File: src/rtl/adc_irq_pkg.sv
package adc_irq_pkg;
   typedef enum logic [1:0] {
      CMP_OFF     = 2'd0,
      CMP_OUTSIDE = 2'd1,
      CMP_CROSS   = 2'd2,
      CMP_RSVD    = 2'd3
   } cmp_mode_e;

   localparam int unsigned ADDR_W  = 2;
   localparam int unsigned NUM_SEQ = 2;

   localparam logic [ADDR_W-1:0] A_ENABLE = 2'd0;
   localparam logic [ADDR_W-1:0] A_HIGH   = 2'd1;
   localparam logic [ADDR_W-1:0] A_LOW    = 2'd2;
   localparam logic [ADDR_W-1:0] A_FLAGS  = 2'd3;

   localparam int unsigned EN_OVR     = 2;
   localparam int unsigned EN_CMP_LSB = 3;
endpackage

File: src/rtl/adc_irq_regs.sv
module adc_irq_regs import adc_irq_pkg::*; #(
   parameter int unsigned NUM_CH = 12,
   parameter int unsigned RES_W  = 12,
   parameter int unsigned REG_W  = 27
) (
   input  logic                clk,
   input  logic                rst_n,
   input  logic                wr_en,
   input  logic [ADDR_W-1:0]   wr_addr,
   input  logic [REG_W-1:0]    wr_data,
   output logic [REG_W-1:0]    en_q,
   output logic [RES_W-1:0]    high_q,
   output logic [RES_W-1:0]    low_q,
   output logic [NUM_CH-1:0]   flag_clr
);
   always_ff @(posedge clk or negedge rst_n) begin
      if (!rst_n) begin
         en_q   <= '0;
         high_q <= '0;
         low_q  <= '0;
      end else if (wr_en) begin
         case (wr_addr)
            A_ENABLE: en_q   <= wr_data;
            A_HIGH:   high_q <= wr_data[RES_W-1:0];
            A_LOW:    low_q  <= wr_data[RES_W-1:0];
            default:  ;
         endcase
      end
   end

   assign flag_clr = (wr_en && wr_addr == A_FLAGS) ? wr_data[NUM_CH-1:0] : '0;
endmodule

File: src/rtl/adc_thr_chan.sv
module adc_thr_chan import adc_irq_pkg::*; #(
   parameter int unsigned RES_W         = 12,
   parameter bit          CROSS_SUPPORT = 1'b1
) (
   input  logic             clk,
   input  logic             rst_n,
   input  logic             hit,
   input  logic [RES_W-1:0] data,
   input  logic [RES_W-1:0] high,
   input  logic [RES_W-1:0] low,
   input  cmp_mode_e        mode,
   input  logic             clr,
   output logic             flag
);
   logic below_now;
   logic outside;
   logic crossed;
   logic set_cond;

   assign below_now = data < low;
   assign outside   = below_now || (data > high);

   generate
      if (CROSS_SUPPORT) begin : g_cross
         logic below_q;
         logic hist_q;
         always_ff @(posedge clk or negedge rst_n) begin
            if (!rst_n) begin
               below_q <= 1'b0;
               hist_q  <= 1'b0;
            end else if (hit) begin
               below_q <= below_now;
               hist_q  <= 1'b1;
            end
         end
         assign crossed = hist_q && (below_q != below_now);
      end else begin : g_nocross
         assign crossed = 1'b0;
      end
   endgenerate

   always_comb begin
      case (mode)
         CMP_OUTSIDE: set_cond = outside;
         CMP_CROSS:   set_cond = crossed;
         default:     set_cond = 1'b0;
      endcase
   end

   always_ff @(posedge clk or negedge rst_n) begin
      if (!rst_n) flag <= 1'b0;
      else        flag <= (hit && set_cond) || (flag && !clr);
   end
endmodule

File: src/rtl/adc_seq_req.sv
module adc_seq_req (
   input  logic clk,
   input  logic rst_n,
   input  logic enable,
   input  logic eos_mode,
   input  logic conv_done,
   input  logic seq_end,
   output logic req
);
   always_ff @(posedge clk or negedge rst_n) begin
      if (!rst_n) req <= 1'b0;
      else        req <= enable && (eos_mode ? seq_end : conv_done);
   end
endmodule

File: src/rtl/adc_irq_gen.sv
module adc_irq_gen import adc_irq_pkg::*; #(
   parameter int unsigned NUM_CH        = 12,
   parameter int unsigned RES_W         = 12,
   parameter int unsigned REG_W         = 3 + 2*NUM_CH,
   parameter bit          CROSS_SUPPORT = 1'b1,
   localparam int unsigned CH_W = (NUM_CH > 1) ? $clog2(NUM_CH) : 1
) (
   input  logic                clk,
   input  logic                rst_n,
   input  logic                res_vld,
   input  logic [CH_W-1:0]     res_chan,
   input  logic [RES_W-1:0]    res_data,
   input  logic                res_seq,
   input  logic [1:0]          seq_mode,
   input  logic [1:0]          seq_eos,
   input  logic [NUM_CH-1:0]   chan_ovr,
   input  logic [1:0]          glob_ovr,
   input  logic                wr_en,
   input  logic [1:0]          wr_addr,
   input  logic [REG_W-1:0]    wr_data,
   output logic [1:0]          seq_irq,
   output logic                ovr_irq,
   output logic                thr_irq,
   output logic [NUM_CH-1:0]   thr_flag
);
   localparam int unsigned EN_W = EN_CMP_LSB + 2*NUM_CH;

   if (REG_W < EN_W) begin : g_bad_regw
      $error("REG_W too narrow for the enable word");
   end
   if (REG_W < RES_W) begin : g_bad_resw
      $error("REG_W narrower than RES_W");
   end
   if (NUM_CH < 1) begin : g_bad_ch
      $error("NUM_CH must be at least 1");
   end

   logic [REG_W-1:0]  en_q;
   logic [RES_W-1:0]  high_q;
   logic [RES_W-1:0]  low_q;
   logic [NUM_CH-1:0] flag_clr;
   logic              glob_hit;
   logic              ovr_q;

   adc_irq_regs #(.NUM_CH(NUM_CH), .RES_W(RES_W), .REG_W(REG_W)) i_regs (
      .clk      (clk),
      .rst_n    (rst_n),
      .wr_en    (wr_en),
      .wr_addr  (wr_addr),
      .wr_data  (wr_data),
      .en_q     (en_q),
      .high_q   (high_q),
      .low_q    (low_q),
      .flag_clr (flag_clr)
   );

   for (genvar i = 0; i < NUM_CH; i++) begin : g_chan
      cmp_mode_e mode_i;
      assign mode_i = cmp_mode_e'(en_q[EN_CMP_LSB + 2*i +: 2]);
      adc_thr_chan #(.RES_W(RES_W), .CROSS_SUPPORT(CROSS_SUPPORT)) i_chan (
         .clk   (clk),
         .rst_n (rst_n),
         .hit   (res_vld && res_chan == CH_W'(i)),
         .data  (res_data),
         .high  (high_q),
         .low   (low_q),
         .mode  (mode_i),
         .clr   (flag_clr[i]),
         .flag  (thr_flag[i])
      );
   end

   for (genvar s = 0; s < NUM_SEQ; s++) begin : g_seq
      adc_seq_req i_req (
         .clk       (clk),
         .rst_n     (rst_n),
         .enable    (en_q[s]),
         .eos_mode  (seq_mode[s]),
         .conv_done (res_vld && res_seq == 1'(s)),
         .seq_end   (seq_eos[s]),
         .req       (seq_irq[s])
      );
   end

   assign glob_hit = |(glob_ovr & ~seq_mode);

   always_ff @(posedge clk or negedge rst_n) begin
      if (!rst_n) ovr_q <= 1'b0;
      else        ovr_q <= en_q[EN_OVR] && ((|chan_ovr) || glob_hit);
   end

   assign ovr_irq = ovr_q;
   assign thr_irq = |thr_flag;
endmodule

File: config.mk
export PLATFORM = sky130hd
export DESIGN_NAME = adc_irq_gen
export DESIGN_NICKNAME = d
export VERILOG_FILES = /design/src/rtl/adc_irq_pkg.sv /design/src/rtl/adc_irq_regs.sv /design/src/rtl/adc_thr_chan.sv /design/src/rtl/adc_seq_req.sv /design/src/rtl/adc_irq_gen.sv
export SDC_FILE = /design/constraint.sdc
export NUM_CORES = 1
export LEC_CHECK = 0
export ABC_CLOCK_PERIOD_IN_PS = 2100
export CAP_MARGIN = 20
export CORE_MARGIN = 8
export CORE_UTILIZATION = 48
export DETAILED_ROUTE_END_ITERATION = 16
export HOLD_SLACK_MARGIN = 0.02
export PLACE_DENSITY = 0.86
export RECOVER_POWER = 100
export SLEW_MARGIN = 15
export SYNTH_ARGS = -nofsm -noshare
export SYNTH_HDL_FRONTEND = slang
export SYNTH_SLANG_ARGS = --single-unit
export TNS_END_PERCENT = 30
File: constraint.sdc
create_clock -name clk -period 2.1 [get_ports clk]
set_input_delay 0.315 -clock clk [delete_from_list [all_inputs] [get_ports clk]]
set_output_delay 0.315 -clock clk [all_outputs]
set_load 0.05 [all_outputs]
==> results of run 1 <==
==> power by group through the flow <==
| stage | Combinational, µW | Clock [µW] | Sequential (µW) |
|---|---|---|---|
| after floorplan | 1060 | 0 | 2290 |
| after global placement | 1540 | 0 | 2330 |
| after detailed placement | 1630 | 0 | 2360 |
| after CTS | 1640 | 1280 | 2330 |
| after global routing | 2010 | 1350 | 2380 |
| final | 1850 | 1260 | 2330 |
==> registers in the layout, indices dropped and copies added, names as in the netlist <==
| signal | flops |
|---|---|
| i_regs.en_q | 27 |
| g_chan.i_chan.flag | 12 |
| g_chan.i_chan.g_cross.below_q | 12 |
| g_chan.i_chan.g_cross.hist_q | 12 |
| i_regs.high_q | 12 |
| i_regs.low_q | 12 |
| g_seq.i_req.req | 2 |
| ovr_irq | 1 |
==> per-stage QoR <==
step                        TNS, ns  setup slack, ns  utilization
final                       -0.5090          -0.1015       0.6522
after global routing         -2.670          -0.1759       0.6522
after CTS                 -0.009021        -0.009021       0.6298
after detailed placement     -7.410          -0.4251       0.6080
after global placement       -6.825          -0.3739       0.6080
after floorplan                   0           0.1254            -
==> worst paths after layout <==
| path | cells after the start | startpoint | slack (ns) | to |
|---|---|---|---|---|
| worst max-delay path | 9 | res_data[11] | -0.10 | g_chan[2].i_chan.flag |
| worst min-delay path | 1 | g_chan[5].i_chan.g_cross.hist_q | 0.48 | g_chan[5].i_chan.g_cross.hist_q |
| worst max register to register | 9 | i_regs.high_q[5] | -0.07 | g_chan[2].i_chan.flag |
| worst min register to register | 1 | g_chan[5].i_chan.g_cross.hist_q | 0.48 | g_chan[5].i_chan.g_cross.hist_q |
| max in group asynchronous | 3 | rst_n | 0.42 | g_chan[3].i_chan.g_cross.hist_q |
| min in group asynchronous | 2 | rst_n | 0.73 | i_regs.low_q[9] |
==> timing repair <==
item	4_1_cts	5_1_grt
setup buffers	0	2
cloned	0	3
resized for setup	0	40
hold endpoints to repair	48	0
setup endpoints to repair	5	19
pin swaps	4	11
hold buffers	1	0
==> cell type report <==
class | instances | area [µm²] | area share
Multi-Input combinational cell | 316 | 2464 | 0.3726
Tap cell | 136 | 170.2 | 0.02573
Inverter | 54 | 202.7 | 0.03065
Clock inverter | 6 | 72.57 | 0.01097
Clock buffer | 10 | 137.6 | 0.02081
Timing Repair Buffer | 135 | 1314 | 0.1987
Sequential cell | 90 | 2252 | 0.3406
==> placed cells by master, fill, tap and decap left out, types with 4 or more instances in the layout <==
cell,n
dfrtp_1,90
clkdlybuf4s50_1,65
nand2_1,63
inv_1,50
ha_1,40
mux2_2,37
o21ai_0,35
buf_4,31
nand3_1,18
dlygate4sd3_1,13
nor2_1,12
clkbuf_8,10
nor3b_1,8
nand2b_1,8
ha_4,7
nor4_1,6
a21oi_1,6
a211o_1,6
nand3b_1,6
a32oi_1,5
a32o_1,5
or2_2,5
buf_12,5
clkbuf_1,5
clkbuf_4,5
inv_2,4
nand4_1,4
nor3_1,4
dlymetal6s2s_1,4
==> cells by family after synthesis <==
family | after synthesis | synth area share
AOI/OAI and AO/OA | 83 | 0.1153
adders and majority gates | 47 | 0.1191
muxes | 38 | 0.08667
xor gates and xnor gates | 1 | 0.001774
and+or+nand+nor | 147 | 0.1457
buffers and inverters | 82 | 0.07526
DFF | 90 | 0.4562
==> layer usage <==
layer | up-vias | part of all wire | routed length [µm]
li1 | 1907 | - | -
met1 | 2044 | 0.42 | 5405
met2 | 138 | 0.50 | 6494
met3 | 23 | 0.067 | 873
met4 | 0 | 0.019 | 250
met5 | - | 0 | 0
==> key figures, run 1 <==
Status
  – Status: finished with violations
  – Failing checks: setup timing

Power
  – Clock power share: 0.232
  – Overall power: 5442 µW
  – Psw: 1842 µW
  – Net Sw Frac: 0.3385
  – Static leakage: 0.002981 µW
  – P_int: 3600 µW
  – Worst VDD drop: 415.8 µV
  – PwrDens: 823.0 nW/µm²
  – Comb power frac: 0.339
  – Sequential share of power: 0.429

Final layout
  – Area delta synth->final: 33.93%
  – Fillers: 735
  – Final Cell Area: 6613 µm²
  – Nets: 721
  – Share of layout cells above drive strength 1: 0.2160
  – N_diodes: 0
  – Final non-filler cell total: 747

Timing
  – Hold_ws: 0.4806 ns
  – Final clock skew: 0.01049 ns
  – Worst-Margin Slew: 1.263 ns
  – Max Slew Vio Count: 0
  – Period utilization: 1.048
  – Unrepaired setup endpoints after global routing: yes
  – Fmax achieved: 454.2 MHz
  – Final setup fails: 10
  – Final WS setup: -0.1015 ns
  – Fin. Hold Viols: 0
  – Tmin final: 2.202 ns
  – Worst relative slew slack: 0.1580

Detailed routing
  – Routed WL per cell: 17.43 µm
  – DR vias: 4112
  – Drc violations: 0
  – Post-route ant nets: 0
  – Drt pass-1 iters: 4
  – Initial drt markers: 321
  – WL final: 13020 µm
  – Routed vias/inst: 5.505

Synthesis
  – Main flop type after synthesis: dfrtp_1
  – Post-synthesis sequential area ratio: 0.4562
  – Mapped cell area: 4937 µm²
  – Area contributors post-synth: dfrtp_1 (46%), ha_1 (12%), mux2_2 (8.7%), nand2_1 (4.9%), inv_1 (4.1%)
  – Number of synthesized flops with an enable pin: 0
  – Mapped Cells: 488
  – Most frequent cell after synthesis: dfrtp_1
  – Async set-reset flop share out of synthesis: 1.000
  – Mapped Avg Cell Area: 10.12 µm²
  – #FFs+latches synth: 90
  – Top cell type's share of synthesized area: 0.4562
  – Synth warnings: 0
  – Mapped Nets: 603
  – Synth top cells by count: dfrtp_1 (90), nand2_1 (64), inv_1 (54)
  – Area leader, netlist: dfrtp_1
  – Distinct cell type count of the synthesized netlist: 42

Setup path
  – CP max stage delay: 0.46 ns
  – CP Cell Sequence: clkdlybuf4s50_1, ha_1, nand4_1, buf_4, nor3_2, a21oi_4, buf_6, a32o_1, a211o_1
  – CP Capture Type: flip-flop
  – Req. time, crit path: 2.35 ns
  – Worst path arrival time: 2.46 ns
  – CP Launch Type: primary input
  – Largest delay share family, worst path: buffers and inverters
  – CP Class: primary input to flip-flop
  – Crit-path slowest cell: clkdlybuf4s50_1
  – Max Fanout on Critical Path: 6
  – Buffers & Inverters on Critical Path: 3

CTS
  – Root Driver: clkbuf_8
  – Clk buf depth: 2
  – Clock Latency Late Sink: 0.36 ns
  – CTS tree: built
  – H-tree Lvls: 3
  – Inserted Clock Buffers: 9
  – CTS sink count: 90
  – CTS clk-pin slew, worst paths: 0.09 ns

Placed design
  – Inst Count DP: 725
  – Post-DP HPWL: 9698 µm
  – Placed cell area: 6165 µm²
  – Routability Congestion: 0.8451
  – Port buffer count: 83

Global route
  – Met3 global-route usage: 0.03741
  – First-pass GRT wire length: 20270 µm
  – Grt met1 use: 0.2138
  – Total grt overflow: 0
  – GR peak layer: met2
  – Routing usage on met2: 0.3083
  – Overall Global Routing Usage: 0.1795
  – Largest net degree at the start of global routing: 51
  – Vias in the first global route: 4219
  – Initial antenna violation count: 0

Floorplan
  – Die area: 13790 µm²
  – Placeable Area: 10140 µm²
  – Starting Density: 0.4870
  – Die W: 117.4 µm
  – IO Pins: 84
  – Row count: 37
  – Die H: 117.4 µm

Flow run
  – Max_cap viols: 0

Hold path
  – Hold crit path type: flip-flop to flip-flop
(Power assumes the default switching activity.)
==> inputs of run 2 (changes only) <==
Settings changed: CORE_MARGIN 8 to unset.
==> key figures, run 2 (synthesis gave the netlist of run 1 again) <==
Setup path
  – CP Class: flip-flop to flip-flop
  – Worst path arrival time: 2.41 ns (-0.05 ns)
  – CP Capture Type: flip-flop
  – Req. time, crit path: 2.36 ns (about the same)
  – CP Launch Type: flip-flop
  – Max Fanout on Critical Path: 6 (unchanged)

Detailed routing
  – WL final: 12790 µm (-1.8%)
  – Routed WL per cell: 17.14 µm (-1.7%)
  – Initial drt markers: 207 (-36%)
  – Post-route ant nets: 0 (unchanged)
  – Routed vias/inst: 5.547 (+0.77%)
  – Drt pass-1 iters: 4 (unchanged)
  – Drc violations: 0 (unchanged)
  – DR vias: 4138 (+0.63%)

CTS
  – H-tree Lvls: 3 (unchanged)
  – Clk buf depth: 2 (unchanged)
  – Root Driver: clkbuf_8
  – CTS sink count: 90 (unchanged)
  – CTS clk-pin slew, worst paths: 0.09 ns (about the same)
  – Clock Latency Late Sink: 0.37 ns (about the same)
  – Inserted Clock Buffers: 9 (unchanged)
  – CTS tree: built

Floorplan
  – Die H: 103.4 µm (-12%)
  – Starting Density: 0.5005 (+0.01353)
  – Die area: 10700 µm² (-22%)
  – Placeable Area: 9864 µm² (-2.7%)
  – IO Pins: 84 (unchanged)
  – Row count: 36 (-2.7%)
  – Die W: 103.4 µm (-12%)

Timing
  – Unrepaired setup endpoints after global routing: yes
  – Period utilization: 1.026 (-0.02282)
  – Fmax achieved: 464.3 MHz (+2.2%)
  – Worst-Margin Slew: 0.9207 ns (-0.3423 ns)
  – Hold_ws: 0.4775 ns (-0.003028 ns)
  – Worst relative slew slack: 0.3862 (+0.2282)
  – Final clock skew: 0.009610 ns (-0.0008754 ns)
  – Final setup fails: 6 (-4)
  – Tmin final: 2.154 ns (-0.04791 ns)
  – Final WS setup: -0.05363 ns (+0.04791 ns)
  – Final setup TNS: -0.1708 ns (+0.3382 ns)
  – Fin. Hold Viols: 0 (unchanged)
  – Max Slew Vio Count: 0 (unchanged)

Status
  – Status: finished with violations
  – Failing checks: setup timing

Final layout
  – Fillers: 692 (-5.9%)
  – Nets: 723 (+0.28%)
  – Commonest non-fill, non-tap cell in the layout: dfrtp_1
  – Most flops, register: i_regs.en_q
  – Max FFs per register: 27 (unchanged)
  – Multi-input combinational cell area: 2499 µm² (+1.4%)
  – Final Cell Area: 6645 µm² (+0.49%)
  – Share of layout cells above drive strength 1: 0.2284 (+0.01235)
  – Register area: 2252 µm² (unchanged)
  – N_diodes: 0 (unchanged)
  – Final non-filler cell total: 746 (-0.13%)
  – Commonest cells after routing, fill and taps aside: dfrtp_1 (90), clkdlybuf4s50_1 (66), nand2_1 (63)
  – Area delta synth->final: 34.59%

Placed design
  – Inst Count DP: 721 (-0.55%)
  – Port buffer count: 83 (unchanged)
  – Routability Congestion: 0.9117 (+7.9%)
  – Post-DP HPWL: 8891 µm (-8.3%)
  – Placed cell area: 6141 µm² (-0.39%)

Global route
  – Vias in the first global route: 4081 (-3.3%)
  – Initial antenna violation count: 0 (unchanged)
  – Largest net degree at the start of global routing: 39 (-24%)
  – Overall Global Routing Usage: 0.2408 (+0.06126)
  – First-pass GRT wire length: 19220 µm (-5.2%)
  – Total grt overflow: 0 (unchanged)

Power
  – Worst VDD drop: 518.0 µV (+25%)
  – Static leakage: 0.002994 µW (+0.44%)
  – PwrDens: 833.7 nW/µm² (+1.3%)

Hold path
  – Hold crit path type: flip-flop to flip-flop

Flow run
  – Max_cap viols: 0 (unchanged)
run 2: critical path, stage by stage, from the launching register on:
cell	delay, ns
dfrtp_1	0.39
inv_1	0.10
ha_4	0.20
nor2b_1	0.13
o211ai_1	0.25
a211o_1	0.22
a21oi_4	0.08
buf_6	0.16
a32o_1	0.24
a211o_1	0.27
run 2: worst paths after layout:
path | startpoint | endpoint | slack [ns] | cells past startpoint
setup / recovery | i_regs.high_q[1] | g_chan[6].i_chan.flag | -0.05 | 9
hold / removal | g_chan[7].i_chan.g_cross.hist_q | g_chan[7].i_chan.g_cross.hist_q | 0.48 | 1
setup reg to reg | i_regs.high_q[1] | g_chan[6].i_chan.flag | -0.05 | 9
hold reg to reg | g_chan[7].i_chan.g_cross.hist_q | g_chan[7].i_chan.g_cross.hist_q | 0.48 | 1
max in group asynchronous | rst_n | g_chan[11].i_chan.flag | 0.39 | 3
min in group asynchronous | rst_n | i_regs.high_q[10] | 0.60 | 2
run 2: metrics by stage:
| step | setup WS [ns] | util | total power, µW |
|---|---|---|---|
| after global placement | -0.3786 | 0.6225 | 3836 |
| after detailed placement | -0.4526 | 0.6225 | 3932 |
| after CTS | -0.02458 | 0.6568 | 5387 |
| final | -0.05363 | 0.6736 | 5540 |
| after global routing | -0.09217 | 0.6736 | 5825 |
| after floorplan | 0.1254 | - | 3347 |
run 2: final cells by class:
type | instances | area share
Multi-Input combinational cell | 316 | 0.3760
Sequential cell | 90 | 0.3389
Timing Repair Buffer | 137 | 0.1953
Inverter | 54 | 0.03050
Tap cell | 133 | 0.02504
Clock buffer | 10 | 0.02071
Clock inverter | 6 | 0.01356
run 2: layer usage:
layer	global-route usage	routed length, µm	up-vias	part of all wire
met5	0	0	-	0
met3	0.05780	805	44	0.063
met2	0.4193	6397	146	0.50
met1	0.2898	5199	2028	0.41
met4	0.08884	386	0	0.030
li1	-	-	1920	-
run 2: what timing repair did:
action                                  CTS  global route
gates resized for setup                   9            39
pin swaps                                 7            17
cloned                                    1             1
endpoints found under the setup margin    9            13
endpoints found under the hold margin    36             0
hold buffers                              1             0
buffers inserted                          5             1
run 2: power by group:
group | internal [µW] | switching (µW) | leakage, µW
Clock | 704 | 635 | 0.000112
Combinational | 920 | 954 | 0.00180
Sequential | 2090 | 234 | 0.00108
Total | 3720 | 1820 | 0.00299
==> inputs of run 3 (changes only) <==
Settings changed: HOLD_SLACK_MARGIN 0.02 to unset, MAX_ROUTING_LAYER set to met4.
==> key figures, run 3 (synthesis gave the netlist of run 1 again) <==
Status
  – Status: finished with violations
  – Failing checks: setup timing

Setup path
  – CP max stage delay: 0.50 ns (+0.11 ns)
  – Buffers & Inverters on Critical Path: 2 (unchanged)
  – CP Capture Type: flip-flop
  – CP Launch Type: primary input
  – Max Fanout on Critical Path: 5 (-1)
  – CP Class: primary input to flip-flop
  – CP Cell Sequence: clkdlybuf4s50_1, ha_1, a21oi_4, o21ai_2, a221oi_2, a21oi_2, buf_6, a32o_1, a211o_1
  – Largest delay share family, worst path: compound AO/OA/AOI/OAI gates
  – Req. time, crit path: 2.35 ns (about the same)
  – Crit-path slowest cell: clkdlybuf4s50_1
  – Worst r2r src: i_regs.low_q[2]
  – Worst Setup SP: res_data[4]
  – Worst path arrival time: 2.45 ns (+0.04 ns)

Floorplan
  – Die H: 103.4 µm (unchanged)
  – Starting Density: 0.5005 (unchanged)
  – IO Pins: 84 (unchanged)
  – Row count: 36 (unchanged)
  – Die area: 10700 µm² (unchanged)
  – Placeable Area: 9864 µm² (unchanged)
  – Die W: 103.4 µm (unchanged)

CTS
  – Clk buf depth: 2 (unchanged)
  – Inserted Clock Buffers: 9 (unchanged)
  – CTS sink count: 90 (unchanged)
  – Root Driver: clkbuf_8
  – Clock Latency Late Sink: 0.37 ns (about the same)
  – CTS tree: built
  – CTS clk-pin slew, worst paths: 0.09 ns (about the same)
  – H-tree Lvls: 3 (unchanged)

Final layout
  – Most flops, register: i_regs.en_q
  – Area delta synth->final: 36.01%
  – Commonest cells after routing, fill and taps aside: dfrtp_1 (90), nand2_1 (63), clkdlybuf4s50_1 (60)
  – Commonest non-fill, non-tap cell in the layout: dfrtp_1
  – N_diodes: 0 (unchanged)
  – Final non-filler cell total: 751 (+0.67%)
  – Fillers: 700 (+1.2%)
  – Max FFs per register: 27 (unchanged)
  – Share of layout cells above drive strength 1: 0.2460 (+0.01757)
  – Register area: 2252 µm² (unchanged)
  – Nets: 728 (+0.69%)
  – Multi-input combinational cell area: 2527 µm² (+1.2%)

Detailed routing
  – Drc violations: 0 (unchanged)
  – WL final: 13540 µm (+5.9%)
  – Initial drt markers: 239 (+15%)
  – Drt pass-1 iters: 4 (unchanged)
  – Routed WL per cell: 18.03 µm (+5.2%)
  – Routed vias/inst: 5.510 (-0.67%)
  – DR vias: 4138 (unchanged)
  – Post-route ant nets: 0 (unchanged)

Timing
  – Tmin final: 2.200 ns (+0.04630 ns)
  – Max Slew Vio Count: 0 (unchanged)
  – Worst relative slew slack: 0.2266 (-0.1596)
  – Final setup fails: 12 (+6)
  – Hold_ws: 0.4745 ns (-0.003051 ns)
  – Period utilization: 1.048 (+0.02205)
  – Final setup TNS: -0.5321 ns (-0.3613 ns)
  – Fin. Hold Viols: 0 (unchanged)
  – Final clock skew: 0.01408 ns (+0.004475 ns)
  – Unrepaired setup endpoints after global routing: yes
  – Fmax achieved: 454.6 MHz (-2.1%)
  – Worst-Margin Slew: 1.160 ns (+0.2394 ns)
  – Final WS setup: -0.09992 ns (-0.04629 ns)

Global route
  – First-pass GRT wire length: 20040 µm (+4.3%)
  – Largest net degree at the start of global routing: 37 (-5.1%)
  – Total grt overflow: 0 (unchanged)
  – Vias in the first global route: 4230 (+3.7%)
  – Initial antenna violation count: 0 (unchanged)
  – Overall Global Routing Usage: 0.2606 (+0.01985)

Flow run
  – Max_cap viols: 0 (unchanged)

Power
  – Worst VDD drop: 621.2 µV (+20%)
  – Static leakage: 0.003040 µW (+1.5%)
  – PwrDens: 840.0 nW/µm² (+0.74%)

Placed design
  – Routability Congestion: 0.9044 (-0.80%)
  – Worst slack at placement: -0.4377 ns (+0.01496 ns)
  – Port buffer count: 83 (unchanged)
  – Post-DP HPWL: 9144 µm (+2.8%)
  – Inst Count DP: 722 (+0.14%)

Hold path
  – Hold Startpoint: g_chan[11].i_chan.g_cross.hist_q
  – Hold crit path type: flip-flop to flip-flop
## run 3: changes by cell type in the layout (fill, tap and decap cells not counted), moves of 3 or more
| cell | previous run | this run |
|---|---|---|
| a21oi_2 | 3 | 6 |
| clkdlybuf4s50_1 | 66 | 60 |
| inv_6 | 0 | 3 |
| nor3b_1 | 9 | 6 |
| dlygate4sd3_1 | 9 | 18 |
| dlymetal6s2s_1 | 6 | 3 |
| clkbuf_4 | 7 | 10 |
## run 3: per-stage QoR
step                  util  instance area [µm²]  power, µW
floorplan                -                 4937       3347
global placement    0.6233                 6148       3839
detailed placement  0.6233                 6148       3943
CTS                 0.6615                 6525       5446
global route        0.6807                 6715       5939
finish              0.6807                 6715       5640
## run 3: layer usage
| layer | track usage | vias to the layer above | share of wire |
|---|---|---|---|
| li1 | - | 1930 | - |
| met1 | 0.2993 | 2037 | 0.40 |
| met2 | 0.4412 | 144 | 0.52 |
| met3 | 0.06720 | 27 | 0.068 |
| met4 | 0.09209 | 0 | 0.020 |
| met5 | - | - | 0 |
## run 3: timing repair
| action | 4_1_cts | 5_1_grt |
|---|---|---|
| hold endpoints to repair | 19 | 0 |
| gates cloned | 1 | 1 |
| hold buffers | 1 | 0 |
| resized for setup | 9 | 50 |
| pin swaps | 6 | 24 |
| setup buffers | 8 | 2 |
| setup endpoints to repair | 6 | 24 |
## run 3: final cells by class
class,instances,area share
Clock buffer,9,0.01845
Clock inverter,7,0.01472
Inverter,54,0.03018
Timing Repair Buffer,142,0.2001
Sequential cell,90,0.3354
Tap cell,133,0.02478
Multi-Input combinational cell,316,0.3764
## run 3: worst register-to-register path, stage by stage (launching register included)
cell and delay [ns]:
dfrtp_1 0.40, inv_2 0.07, ha_4 0.19, a21oi_2 0.16, o21ai_2 0.09, a41o_1 0.24
a221oi_4 0.31, buf_12 0.16, buf_8 0.13, buf_4 0.13, a41oi_1 0.06, o21ai_1 0.15
## run 3: path summary, 6_finish.rpt
kind	slack (ns)	endpoint	cells after the start
min in group asynchronous	0.69	i_regs.high_q[10]	2
hold reg to reg	0.47	g_chan[11].i_chan.g_cross.hist_q	1
hold / removal	0.47	g_chan[11].i_chan.g_cross.hist_q	1
max in group asynchronous	0.25	g_chan[11].i_chan.flag	3
setup reg to reg	-0.06	g_chan[1].i_chan.flag	11
setup / recovery	-0.1	g_chan[5].i_chan.flag	9
## run 3: power breakdown
group	switching [µW]	total (µW)	internal (µW)
Sequential	249	2340	2090
Combinational	994	1960	969
Clock	654	1330	681
Total	1900	5640	3740
